[src/rtl/sup_pkg.sv]
package sup_pkg;

  typedef enum logic [1:0] {
    ST_OFF  = 2'd0,
    ST_ON   = 2'd1,
    ST_TRIP = 2'd2
  } pwr_state_t;

  localparam logic [2:0] OP_PWR_ON  = 3'd1;
  localparam logic [2:0] OP_PWR_OFF = 3'd2;
  localparam logic [2:0] OP_SET_V   = 3'd3;
  localparam logic [2:0] OP_CLR     = 3'd4;

  // group index covering a given FPGA
  function automatic int unsigned group_of(input int unsigned fpga, input int unsigned per_grp);
    return fpga / per_grp;
  endfunction

  // debounce counter width for a required run length
  function automatic int unsigned run_cnt_w(input int unsigned run_len);
    return (run_len > 1) ? $clog2(run_len) : 1;
  endfunction

endpackage

[src/rtl/alert_filter.sv]
module alert_filter #(
  parameter int unsigned RUN_LEN = 4
) (
  input  logic clk,
  input  logic rst_n,
  input  logic alert_n,
  output logic sync_active,
  output logic accepted
);
  localparam int unsigned CW = sup_pkg::run_cnt_w(RUN_LEN);
  localparam logic [CW-1:0] TOP = CW'(RUN_LEN - 1);

  logic s1_n, s2_n;
  logic [CW-1:0] run_q;

  always_ff @(posedge clk or negedge rst_n) begin
    if (!rst_n) begin
      s1_n <= 1'b1;
      s2_n <= 1'b1;
    end else begin
      s1_n <= alert_n;
      s2_n <= s1_n;
    end
  end

  assign sync_active = ~s2_n;

  always_ff @(posedge clk or negedge rst_n) begin
    if (!rst_n) begin
      run_q    <= '0;
      accepted <= 1'b0;
    end else begin
      if (!sync_active)      run_q <= '0;
      else if (run_q != TOP) run_q <= run_q + 1'b1;
      accepted <= sync_active && (run_q == TOP);
    end
  end
endmodule

[src/rtl/pwr_seq_fsm.sv]
module pwr_seq_fsm
  import sup_pkg::*;
#(
  parameter int unsigned NGRP = 5
) (
  input  logic            clk,
  input  logic            rst_n,
  input  logic            armed,
  input  logic [NGRP-1:0] acc,
  input  logic            any_sync_active,
  input  logic            cmd_valid,
  input  logic [2:0]      cmd_op,
  input  logic            cmd_data,
  output logic            pwr_on,
  output logic            vsel,
  output logic            err,
  output logic [NGRP-1:0] mask,
  output logic            trip_evt,
  output logic            clear_evt
);
  pwr_state_t st_q, st_d;

  logic on_req, off_req, clr_req, v_req;
  assign on_req  = cmd_valid && (cmd_op == OP_PWR_ON);
  assign off_req = cmd_valid && (cmd_op == OP_PWR_OFF);
  assign clr_req = cmd_valid && (cmd_op == OP_CLR);
  assign v_req   = cmd_valid && (cmd_op == OP_SET_V);

  assign trip_evt  = armed && (|acc);
  assign clear_evt = !trip_evt && clr_req && (st_q == ST_TRIP) && !any_sync_active;

  always_comb begin
    st_d = st_q;
    if (trip_evt) begin
      st_d = ST_TRIP;
    end else begin
      unique case (st_q)
        ST_OFF:  if (on_req && armed) st_d = ST_ON;
        ST_ON:   if (off_req)         st_d = ST_OFF;
        ST_TRIP: if (clear_evt)       st_d = ST_OFF;
        default: st_d = ST_OFF;
      endcase
    end
  end

  always_ff @(posedge clk or negedge rst_n) begin
    if (!rst_n) begin
      st_q <= ST_OFF;
      mask <= '0;
      vsel <= 1'b0;
      err  <= 1'b0;
    end else begin
      st_q <= st_d;
      if (trip_evt)       mask <= mask | acc;
      else if (clear_evt) mask <= '0;
      if (v_req) begin
        if (st_q == ST_ON) err <= 1'b1;
        else begin
          vsel <= cmd_data;
          err  <= 1'b0;
        end
      end
    end
  end

  assign pwr_on = (st_q == ST_ON);
endmodule

[src/rtl/pwr_thermal_sup.sv]
module pwr_thermal_sup
  import sup_pkg::*;
#(
  parameter int unsigned NGRP         = 5,
  parameter int unsigned FPGA_PER_GRP = 4,
  parameter int unsigned RUN_LEN      = 4
) (
  input  logic                         clk,
  input  logic                         rst_n,
  input  logic                         sensors_armed,
  input  logic [NGRP-1:0]              alert_n,
  input  logic                         cmd_valid,
  input  logic [2:0]                   cmd_op,
  input  logic                         cmd_data,
  output logic                         main_pwr_en,
  output logic                         io_vsel,
  output logic                         fault_flag,
  output logic [NGRP*FPGA_PER_GRP-1:0] fpga_hot,
  output logic [NGRP+2:0]              status
);
  localparam int unsigned NFPGA = NGRP * FPGA_PER_GRP;

  logic [NGRP-1:0] sync_act, acc, mask;
  logic err, trip_evt, clear_evt;

  genvar g;
  generate
    for (g = 0; g < NGRP; g++) begin : g_filt
      alert_filter #(.RUN_LEN(RUN_LEN)) filt_i (
        .clk        (clk),
        .rst_n      (rst_n),
        .alert_n    (alert_n[g]),
        .sync_active(sync_act[g]),
        .accepted   (acc[g])
      );
    end
  endgenerate

  pwr_seq_fsm #(.NGRP(NGRP)) fsm_i (
    .clk            (clk),
    .rst_n          (rst_n),
    .armed          (sensors_armed),
    .acc            (acc),
    .any_sync_active(|sync_act),
    .cmd_valid      (cmd_valid),
    .cmd_op         (cmd_op),
    .cmd_data       (cmd_data),
    .pwr_on         (main_pwr_en),
    .vsel           (io_vsel),
    .err            (err),
    .mask           (mask),
    .trip_evt       (trip_evt),
    .clear_evt      (clear_evt)
  );

  genvar j;
  generate
    for (j = 0; j < NFPGA; j++) begin : g_map
      assign fpga_hot[j] = mask[group_of(j, FPGA_PER_GRP)];
    end
  endgenerate

  assign fault_flag = |mask;
  assign status     = {err, mask, io_vsel, main_pwr_en};
endmodule

[config.mk]
export PLATFORM = sky130hd
export DESIGN_NAME = pwr_thermal_sup
export DESIGN_NICKNAME = d
export VERILOG_FILES = /design/src/rtl/sup_pkg.sv /design/src/rtl/alert_filter.sv /design/src/rtl/pwr_seq_fsm.sv /design/src/rtl/pwr_thermal_sup.sv
export SDC_FILE = /design/constraint.sdc
export NUM_CORES = 1
export LEC_CHECK = 0
export ABC_AREA = 1
export ABC_CLOCK_PERIOD_IN_PS = 1180
export BUFFER_PORTS_ARGS = -buffer_cell sky130_fd_sc_hd__buf_2
export CORE_MARGIN = 2
export CORE_UTILIZATION = 46
export DETAILED_ROUTE_END_ITERATION = 7
export PLACE_DENSITY_LB_ADDON = 0.15
export SYNTH_ARGS = -nofsm -noshare
export SYNTH_HDL_FRONTEND = slang
export SYNTH_HIERARCHICAL = 1
export SYNTH_SLANG_ARGS = --single-unit
[constraint.sdc]
create_clock -name clk -period 1.18 [get_ports clk]
set_input_delay 0.059 -clock clk [delete_from_list [all_inputs] [get_ports clk]]
set_output_delay 0.059 -clock clk [all_outputs]
set_load 0.05 [all_outputs]
Word level (Yosys, flattened, before mapping):

Index checks and enable logic that the tools add are counted.

* add/subtract/negate cells: 5
* shift-type cells: 0
* divide/modulo/power cells: 0
* reductions and logical operators: 28
* equality and inequality tests: 19
* muxes and demuxes: 18
* magnitude comparators: 0
* multipliers: 0
* bitwise operators: 7

Operators with widths (number)
* two-way mux 2 bit: 14
* OR reduction 5 bit: 3
* logical AND 1 bit: 14
* equality test 2 bit, second input constant: 6
* nonzero test 2 bit: 6
* adder 2 x 1 -> 2 bit, second input constant: 5
* two-way mux 5 bit: 2
* inequality test 2 bit, second input constant: 5
* equality test 3 x 2 -> 1 bit, second input constant: 2
* inequality test 3 x 1 -> 1 bit, second input constant: 2
* inverter 1 bit: 6
* case mux 2 bit (3 select lines): 1
* bitwise OR 5 bit: 1
* equality test 3 x 1 -> 1 bit, second input constant: 1
* equality test 3 bit, second input constant: 1
* inequality test 3 x 2 -> 1 bit, second input constant: 1
* AND reduction 3 bit: 1
* equality test 2 x 1 -> 1 bit, second input constant: 1
* logical NOT 1 bit: 2
* logical NOT 2 bit: 1
* AND reduction 2 bit: 1
* two-way mux 1 bit: 1

* register bits after elaboration: 34
* memory bits (read-only): 0
* bits in latches: 0
* RAM bits: 0
* memories: 0
* logic and storage cells: 101
* input bits: 13

Depth between registers and ports, before layout:

Gate-level depths: netlist of run 1.

* depth in word-level cells: 9
* mapped depth: 11
* depth with buffers taken out: 11

By module:

The synthesis of run 1 kept the hierarchy.

Modules (own cells, without submodules)
* alert_filter: seq. area each 127.6 um2, instances 5, area an instance 182.7 um2, cells an instance 16
* pwr_seq_fsm: seq. area each 225.2 um2, instances 1, area an instance 486.7 um2, cells an instance 64
* pwr_thermal_sup: seq. area each 0.0 um2, instances 1, area an instance 205.2 um2, cells an instance 31

Worst setup path after synthesis of run 1:

Ideal clock, no wire load.

* path kind: register to register
* start: reg g_filt[4].filt_i.s2_n
* end: reg fsm_i.mask[4]
* setup slack: -0.112 ns
* data required time: 1.060 ns
* buffers on the path: 0
* stages on the path, launching flop included: 12
* period minus slack after synthesis: 1.292 ns
* arrival time: 1.172 ns
* path through: dfstp_2 inv_2 nor2_1 nand3_1 inv_1 nand3_1 inv_1 nand2_1 inv_1 nand2_2 inv_4 nor2_2

* longest elaborated chain between the ends: 5

Ends and longest elaborated chain
* start, declared: line alert_filter.sv:13 `logic s1_n, s2_n;`
* start signal, assigned: line alert_filter.sv:22 `s2_n <= s1_n;`
* inverter 1 bit: line alert_filter.sv:26 `assign sync_active = ~s2_n;`
* named net sync_act[4]: line pwr_thermal_sup.sv:23 `logic [NGRP-1:0] sync_act, acc, mask;`
* OR reduction 5 bit: line pwr_thermal_sup.sv:44 `.any_sync_active(|sync_act),`
* logical NOT 1 bit: line pwr_seq_fsm.sv:30 `assign clear_evt = !trip_evt && clr_req && (st_q == ST_TRIP) && !any_sync_active;`
* logical AND 1 bit: line pwr_seq_fsm.sv:30
* named net clear_evt: line pwr_thermal_sup.sv:24 `logic err, trip_evt, clear_evt;`
* nonzero test 2 bit (no line)
* end signal, assigned: line pwr_seq_fsm.sv:54 `if (trip_evt) mask <= mask | acc;`
* end, declared: line pwr_seq_fsm.sv:17 `output logic [NGRP-1:0] mask,`

The timed path passes the listed nets, and every way through them passes these cells.
A chain may end at the register's enable or synchronous reset.

Final worst setup path of run 1:

* start: reg g_filt[1].filt_i.s2_n
* end: reg fsm_i.st_q[0]

* longest elaborated chain between the ends: 6

Ends and longest elaborated chain
* start, declared: line alert_filter.sv:13
* start signal, assigned: line alert_filter.sv:22
* inverter 1 bit: line alert_filter.sv:26
* named net sync_act[1]: line pwr_thermal_sup.sv:23
* OR reduction 5 bit: line pwr_thermal_sup.sv:44
* logical NOT 1 bit: line pwr_seq_fsm.sv:30
* logical AND 1 bit: line pwr_seq_fsm.sv:30
* inequality test 3 x 2 -> 1 bit (no line)
* AND reduction 3 bit (no line)
* end signal, assigned: line pwr_seq_fsm.sv:53 `st_q <= st_d;`
* end, declared: line pwr_seq_fsm.sv:21 `pwr_state_t st_q, st_d;`

The timed path passes the listed nets, and every way through them passes these cells.

==> reports/metrics.sh, run 1 <==
SYNTH_SIMPLE_GATE_AREA_FRAC=0.210
SYNTH_XOR_XNOR_AREA_SHARE=0
ROUTABILITYCONGESTION=0.778
TYPE_OF_ELEMENT_LAUNCHING_THE_CRITICAL_PATH='flip-flop'
POST_SYNTH_FA_HA_MAJ_AREA_FRACTION=0.0390
SYNTH_NETS=193
POST_DP_AREA_UM2=1760
CLOCK_TREE.HTREE_LEVEL_COUNT=2
SYN-INSTANCE-COUNT=175
ANTENNA_FOUND_INITIAL=0
CTS.PATH.MAX_BUFFERS=2
DRT_ITER0_MARKERS=13
SKEW_PS=17.7
LAYOUT.NETS=239
TIMING.CRITICAL_PATH.MODE_CELL='nand3_2'
RUN_STATUS='finished with violations'
INSERTEDDIODECOUNT=0
LAYOUTNONFILLERINSTCOUNT=268
GRT_RESIDUAL_OVERFLOW=0
WORST-PATH-BUF-INV=2
MAX-VDD-IR-DROP_mV=0.930
YOSYS_WARNINGS=6
POST_SYNTH_INSTANCE_AREA_UM2=1610
WORST_PATH_MAX_DELAY_CELL='dfstp_2'
CLKSLEWWORSTSETUPHOLDPATHS_PS=100
GRT_PASS1_WL_UM=4660
IO_BUFFERS=43
CTS.ROOT.BUFFER_CELL='clkbuf_4'
CTS-BUFFERS-INSERTED=5
REPORT.FINAL.SLEW_VIOL_COUNT=0
FINAL-HOLD-VIOLATION-COUNT=0
FP.DIEAREA_UM2=3980
SETUP_REPAIR_AFTER_GLOBAL_ROUTING_MISSED_ITS_MARGIN='true'
TIMING.CRITICAL_PATH.SLOWEST_CELL_DELAY_PS=540
ROUTE.ANTENNA.REMAINING_NETS=0
CLKLATENCYLATEPIN_PS=330
VIA_COUNT=1225
POSTROUTEWIRELENGTH_UM=2730
POWER_DENSITY_nW_PER_UM2=2250
COMMONEST_NON_FILL_NON_TAP_CELLS_IN_THE_LAYOUT='25 x nand3_1, 23 x buf_2, 22 x clkbuf_4, 22 x dfrtp_1, 20 x nand2_1'
DIE_W_UM=63.1
POST-ROUTE-CELL-AREA_UM2=2030
COMBINATIONAL_FAMILY_WITH_THE_MOST_AREA_AFTER_SYNTHESIS='simple AND/OR/NAND/NOR gates'
ENDPOINT_KIND='flip-flop'
LAYOUT_WORST_PATH_CYCLE_SHARE=1.15
CORE_UM2=3340
POST-DP-HPWL_UM=1900
HEIGHT_OF_THE_DIE_UM=63.1
FMAX_MHz=735
FINISH.UTILIZATION=0.609
P_TOTAL_mW=4.58
FINAL.SETUP.WORST_SLACK_PS=-181
AREA_LEADER_NETLIST='dfrtp_1'
INITIAL_STANDARD_CELL_UTILIZATION_OF_THE_CORE=0.481
VIAS_PER_CELL=4.57
CLKSINKCOUNT=34
CRIT_ARRIVAL_PS=1590
WORSTPATHMAXFANOUT=2
AREA_DELTA_SYNTH_FINAL_PCT=26.7
WORSTMARGINPINSLEW_PS=406
HOLD_PATH.CLASS='in -> reg'
SLEW-LIMIT-HEADROOM=0.729
CP_TOP_FAMILY='flip-flops'
DP_CELL_COUNT=247
YOSYS.CELL_TYPES.COUNT=18
FINAL-SETUP-VIOL-COUNT=8
ROWS=21
CTS_TREE='built'
CRIT_TYPE='reg -> reg'
MOSTFREQUENTLAYOUTCELL='nand3_1'
VIOLATIONS='negative setup slack'
GRT_PASS1_VIAS=1172
PIN_COUNT_OF_THE_BIGGEST_NET_ENTERING_GLOBAL_ROUTING=35
SYNTH_AREA_PER_CELL_UM2=9.17
DRC=0
ROUTED_WIRE_LENGTH_PER_INSTANCE_UM=10.2
FLOORPLAN.IO_PINS=44
DRT_FIRST_PASS_ITERS=4
TIMING.CRITICAL_PATH.CELLS='inv_2 > nor2_2 > nand3_1 > inv_1 > nand3_2 > o21bai_4 > nand3_2 > nand2_1 > nor2_1'
GROUTE.USAGE.OVERALL=0.151
SYNTH_COMPOUND_GATE_AREA_SHARE=0.0312
SYNTH.AREA.TOP_CELLS='dfrtp_1 37%, dfstp_2 16%, buf_4 11%'
REQUIRED_PS=1410
YOSYS-MUX-AREA-FRACTION=0
MAXCAPVIOLCOUNT=0
LEAKAGEPOWER_nW=1.08
YOSYSSEQAREASHARE=0.538
FINAL_LAYOUT_SIZE_SUFFIX_GT1_FRAC=0.473
SYNTH_SEQ_CELLS=34
NETLIST.AREA_LEADER.SHARE=0.374
LAYOUT_MIN_CYCLE_TIME_PS=1360
DPL_WORST_SLACK_PS=-245
cell usage after synthesis, drive strengths merged:
| cell | instances |
|---|---|
| nor2 | 20 |
| o21ai | 1 |
| nand4 | 2 |
| ha | 5 |
| a21oi | 6 |
| dfstp | 10 |
| buf | 23 |
| inv | 31 |
| nand2 | 24 |
| nand3b | 1 |
| dfrtp | 24 |
| o21bai | 1 |
| nand3 | 27 |
cell type report:
type | instances | area, um^2
timing repair buffer | 62 | 437
tap | 46 | 57.6
fill | 267 | 1300
multi-input combinational | 87 | 495
sequential | 34 | 866
clock buffer | 8 | 58.8
inverter | 31 | 119
sequential cells by signal, indices dropped and copies added (netlist names):
register / cells
g_filt.filt_i/s2_n: 5
fsm_i/err: 1
g_filt.filt_i/accepted: 5
fsm_i/vsel: 1
fsm_i/mask: 5
g_filt.filt_i/s1_n: 5
g_filt.filt_i/run_q: 10
fsm_i/st_q: 2
where the power goes:
part | switching, mW | total, mW | leakage, nW | internal [mW]
Sequential | 0.173 | 1.55 | 0.405 | 1.37
Combinational | 1.63 | 2.38 | 0.642 | 0.745
Clock | 0.361 | 0.655 | 0.0326 | 0.294
Total | 2.17 | 4.58 | 1.08 | 2.41
stage by stage:
step | hold WS (ps) | setup TNS (ps)
4_1_cts | 40.1 | -1260
2_1_floorplan | -237 | -717
3_3_place_gp | 101 | -1100
6_report | 56.1 | -1080
5_1_grt | 46.5 | -2150
3_5_place_dp | 112 | -1440
cells by family (layout without fill, tap and decap cells):
kind of cell,Yosys count,in the layout
flip-flops,34,34
adder cells (fa/ha/maj),5,5
AND/OR/NAND/NOR,74,74
AO/OA/AOI/OAI,8,8
buffers and inverters,54,101
worst paths after layout:
kind | start | to | slack (ps) | cells past startpoint
max in group asynchronous | rst_n | g_filt[2].filt_i/s2_n$_DFF_PN1_ | 570 | 3
setup reg to reg | g_filt[1].filt_i/s2_n$_DFF_PN1_ | fsm_i/st_q[0]$_DFFE_PN0P_ | -180 | 9
min in group asynchronous | rst_n | g_filt[0].filt_i/run_q[1]$_DFFE_PN0P_ | 270 | 3
hold reg to reg | g_filt[0].filt_i/s1_n$_DFF_PN1_ | g_filt[0].filt_i/s2_n$_DFF_PN1_ | 360 | 0
hold / removal | sensors_armed | fsm_i/mask[2]$_DFFE_PN0P_ | 60 | 3
setup / recovery | g_filt[1].filt_i/s2_n$_DFF_PN1_ | fsm_i/st_q[0]$_DFFE_PN0P_ | -180 | 9
tightest hold or removal path, stage by stage:
cell     delay (ps)
buf_2           130
a21oi_1          80
nor2_2           80
timing repair:
item,4_1_cts,5_1_grt
hold buffers,7,0
gates resized for setup,10,29
pin swaps,6,7
endpoints found under the setup margin,10,32
hold endpoints to repair,30,0
buffers inserted,7,1
layer usage:
metal | vias up | global-route usage | share of wire | wire length (um)
li1 | 618 | - | - | -
met1 | 556 | 0.164 | 0.41 | 1110
met2 | 42 | 0.257 | 0.51 | 1380
met4 | 0 | 0.100 | 0.029 | 78
met3 | 9 | 0.0411 | 0.058 | 159
met5 | - | 0 | 0 | 0
No activity file was read; power rests on OpenSTA's default activity.
==> run 2: changes to the inputs <==
--- a/config.mk
+++ b/config.mk
@@ -9,10 +9,11 @@
 export ABC_CLOCK_PERIOD_IN_PS = 1180
 export BUFFER_PORTS_ARGS = -buffer_cell sky130_fd_sc_hd__buf_2
 export CORE_MARGIN = 2
-export CORE_UTILIZATION = 46
+export CORE_UTILIZATION = 45
 export DETAILED_ROUTE_END_ITERATION = 7
 export PLACE_DENSITY_LB_ADDON = 0.15
 export SYNTH_ARGS = -nofsm -noshare
 export SYNTH_HDL_FRONTEND = slang
 export SYNTH_HIERARCHICAL = 1
 export SYNTH_SLANG_ARGS = --single-unit
+export TNS_END_PERCENT = 30
==> reports/metrics.sh, run 2 (same netlist as run 1, synthesis figures left out) <==
RUN_STATUS='finished with violations'
VIOLATIONS='negative setup slack'
ENDPOINT_KIND='flip-flop'
VIAS_PER_CELL=4.69
PIN_COUNT_OF_THE_BIGGEST_NET_ENTERING_GLOBAL_ROUTING=20
FINISH.UTILIZATION=0.594
DRT_ITER0_MARKERS=46
PATH_DEPTH=11
HOLD_WS_PS=39.6
RRSETUPSLACK_PS=-210
INSERTEDDIODECOUNT=0
ROUTED_WIRE_LENGTH_PER_INSTANCE_UM=10.6
LAYOUT.NETS=237
CTS-BUFFERS-INSERTED=5
ENDPOINT='fsm_i/mask[3]$_DFFE_PN0P_'
CTS.PATH.MAX_BUFFERS=2
P_TOTAL_mW=4.41
DRC=0
MAXCAPVIOLCOUNT=0
FINAL.FILL_COUNT=308
POWER_DENSITY_nW_PER_UM2=2190
COMMONEST_NON_FILL_NON_TAP_CELLS_IN_THE_LAYOUT='35 x buf_2, 24 x nand3_1, 23 x dfrtp_1'
CORE_UM2=3390
SKEW_PS=7.21
ROUTABILITYCONGESTION=0.801
LAYOUT_WORST_PATH_CYCLE_SHARE=1.18
WORSTPATHMAXFANOUT=5
GRT_PASS1_VIAS=1199
DRT_FIRST_PASS_ITERS=4
WORST-PATH-BUF-INV=5
SETUP_REPAIR_AFTER_GLOBAL_ROUTING_MISSED_ITS_MARGIN='true'
FLOORPLAN.IO_PINS=44
ROUTE.ANTENNA.REMAINING_NETS=0
LAYOUTNONFILLERINSTCOUNT=266
CLKSLEWWORSTSETUPHOLDPATHS_PS=100
CP_TOP_FAMILY='flip-flops'
GROUTE.USAGE.OVERALL=0.153
HOLD_PATH.CLASS='in -> reg'
LEAKAGEPOWER_nW=1.07
CLKLATENCYLATEPIN_PS=330
CRIT_ARRIVAL_PS=1610
R2R_CELLS=11
POST-DP-HPWL_UM=2070
INITIAL_STANDARD_CELL_UTILIZATION_OF_THE_CORE=0.474
AREA_DELTA_SYNTH_FINAL_PCT=25.3
FINAL-HOLD-VIOLATION-COUNT=0
FINAL.SETUP.WORST_SLACK_PS=-207
WORST_R2R_STARTPOINT='g_filt[4].filt_i/s2_n$_DFF_PN1_'
TIMING.CRITICAL_PATH.CELLS='inv_2 > nor2_4 > nand3_2 > inv_2 > nand3_4 > inv_2 > nand2_2 > inv_2 > nand2_2 > inv_4 > nor2_2'
DIE_W_UM=63.7
TIMING.CRITICAL_PATH.MODE_CELL='inv_2'
LARGEST_REGISTER_FF_COUNT=10
MOSTFREQUENTLAYOUTCELL='buf_2'
FP.DIEAREA_UM2=4060
CRIT_TYPE='reg -> reg'
IO_BUFFERS=43
FINAL_LAYOUT_SIZE_SUFFIX_GT1_FRAC=0.473
POSTROUTEWIRELENGTH_UM=2820
REG2REG_TO='fsm_i/mask[3]$_DFFE_PN0P_'
ANTENNA_FOUND_INITIAL=0
REPORT.FINAL.SLEW_VIOL_COUNT=0
SLEW-LIMIT-HEADROOM=0.755
FINAL-SETUP-VIOL-COUNT=10
ROWS=21
CTS_TREE='built'
CTS.ROOT.BUFFER_CELL='clkbuf_4'
LAYOUT_MIN_CYCLE_TIME_PS=1390
FMAX_MHz=721
CLOCK_TREE.HTREE_LEVEL_COUNT=2
MAX_FLOP_REGISTER='g_filt.filt_i/run_q'
HEIGHT_OF_THE_DIE_UM=63.7
CRIT_PATH_START='g_filt[4].filt_i/s2_n$_DFF_PN1_'
GRT_RESIDUAL_OVERFLOW=0
TYPE_OF_ELEMENT_LAUNCHING_THE_CRITICAL_PATH='flip-flop'
WORST_PATH_MAX_DELAY_CELL='dfstp_2'
VIA_COUNT=1247
WORSTMARGINPINSLEW_PS=367
DP_CELL_COUNT=246
TIMING.CRITICAL_PATH.SLOWEST_CELL_DELAY_PS=550
CLKSINKCOUNT=34
MAX-VDD-IR-DROP_mV=0.805
REQUIRED_PS=1400
GRT_PASS1_WL_UM=4770
## run 2: per-layer routing
layer  up-vias  part of all wire  track usage
met5         -                 0            0
met4         0             0.019       0.0815
met3         7             0.051       0.0375
met2        42              0.53        0.282
met1       588              0.40        0.159
li1        610                 -            -
## run 2: repair_timing
action / CTS / global route
pin swaps: 6 / 6
endpoints found under the hold margin: 39 / 0
endpoints found under the setup margin: 10 / 29
hold buffers: 7 / 0
buffers inserted: 2 / 3
resized for setup: 6 / 21
## run 2: through the flow
step	worst slack, ps	setup TNS, ps	instance area (um^2)
after floorplan	-109	-969	1610
after global placement	-178	-1120	1760
after detailed placement	-252	-1580	1760
after CTS	-222	-1580	1920
after global routing	-313	-2800	2010
final	-207	-1500	2010
## run 2: cell type report
type	instances	area [um^2]	area share
clock buffer	6	51.3	0.0255
sequential	34	865	0.430
inverter	31	121	0.0603
clock inverter	2	12.5	0.00622
timing repair buffer	60	400	0.199
multi-input combinational	87	504	0.251
tap	46	57.6	0.0286
## run 2: report_power, final
| part | total (mW) | switching (mW) | leakage (nW) | internal [mW] |
|---|---|---|---|---|
| Clock | 0.666 | 0.380 | 0.0343 | 0.286 |
| Sequential | 1.55 | 0.171 | 0.406 | 1.38 |
| Combinational | 2.20 | 1.60 | 0.630 | 0.593 |
## run 2: worst min path at each step
| stage | start | endpoint | cells after the start |
|---|---|---|---|
| final | sensors_armed | fsm_i/mask[3]$_DFFE_PN0P_ | 3 |
| after global placement | rst_n | g_filt[2].filt_i/run_q[0]$_DFFE_PN0P_ | 1 |
| after global routing | sensors_armed | fsm_i/mask[3]$_DFFE_PN0P_ | 3 |
| after CTS | sensors_armed | fsm_i/mask[2]$_DFFE_PN0P_ | 3 |
| after floorplan | rst_n | fsm_i/err$_DFFE_PN0P_ | 0 |
| after detailed placement | rst_n | g_filt[2].filt_i/run_q[1]$_DFFE_PN0P_ | 1 |
## run 2: worst register-to-register path, delay by kind of cell (launching register included)
kind	cells	cell delay, ps
buf+inv	5	330
flops	1	550
simple gates	6	410
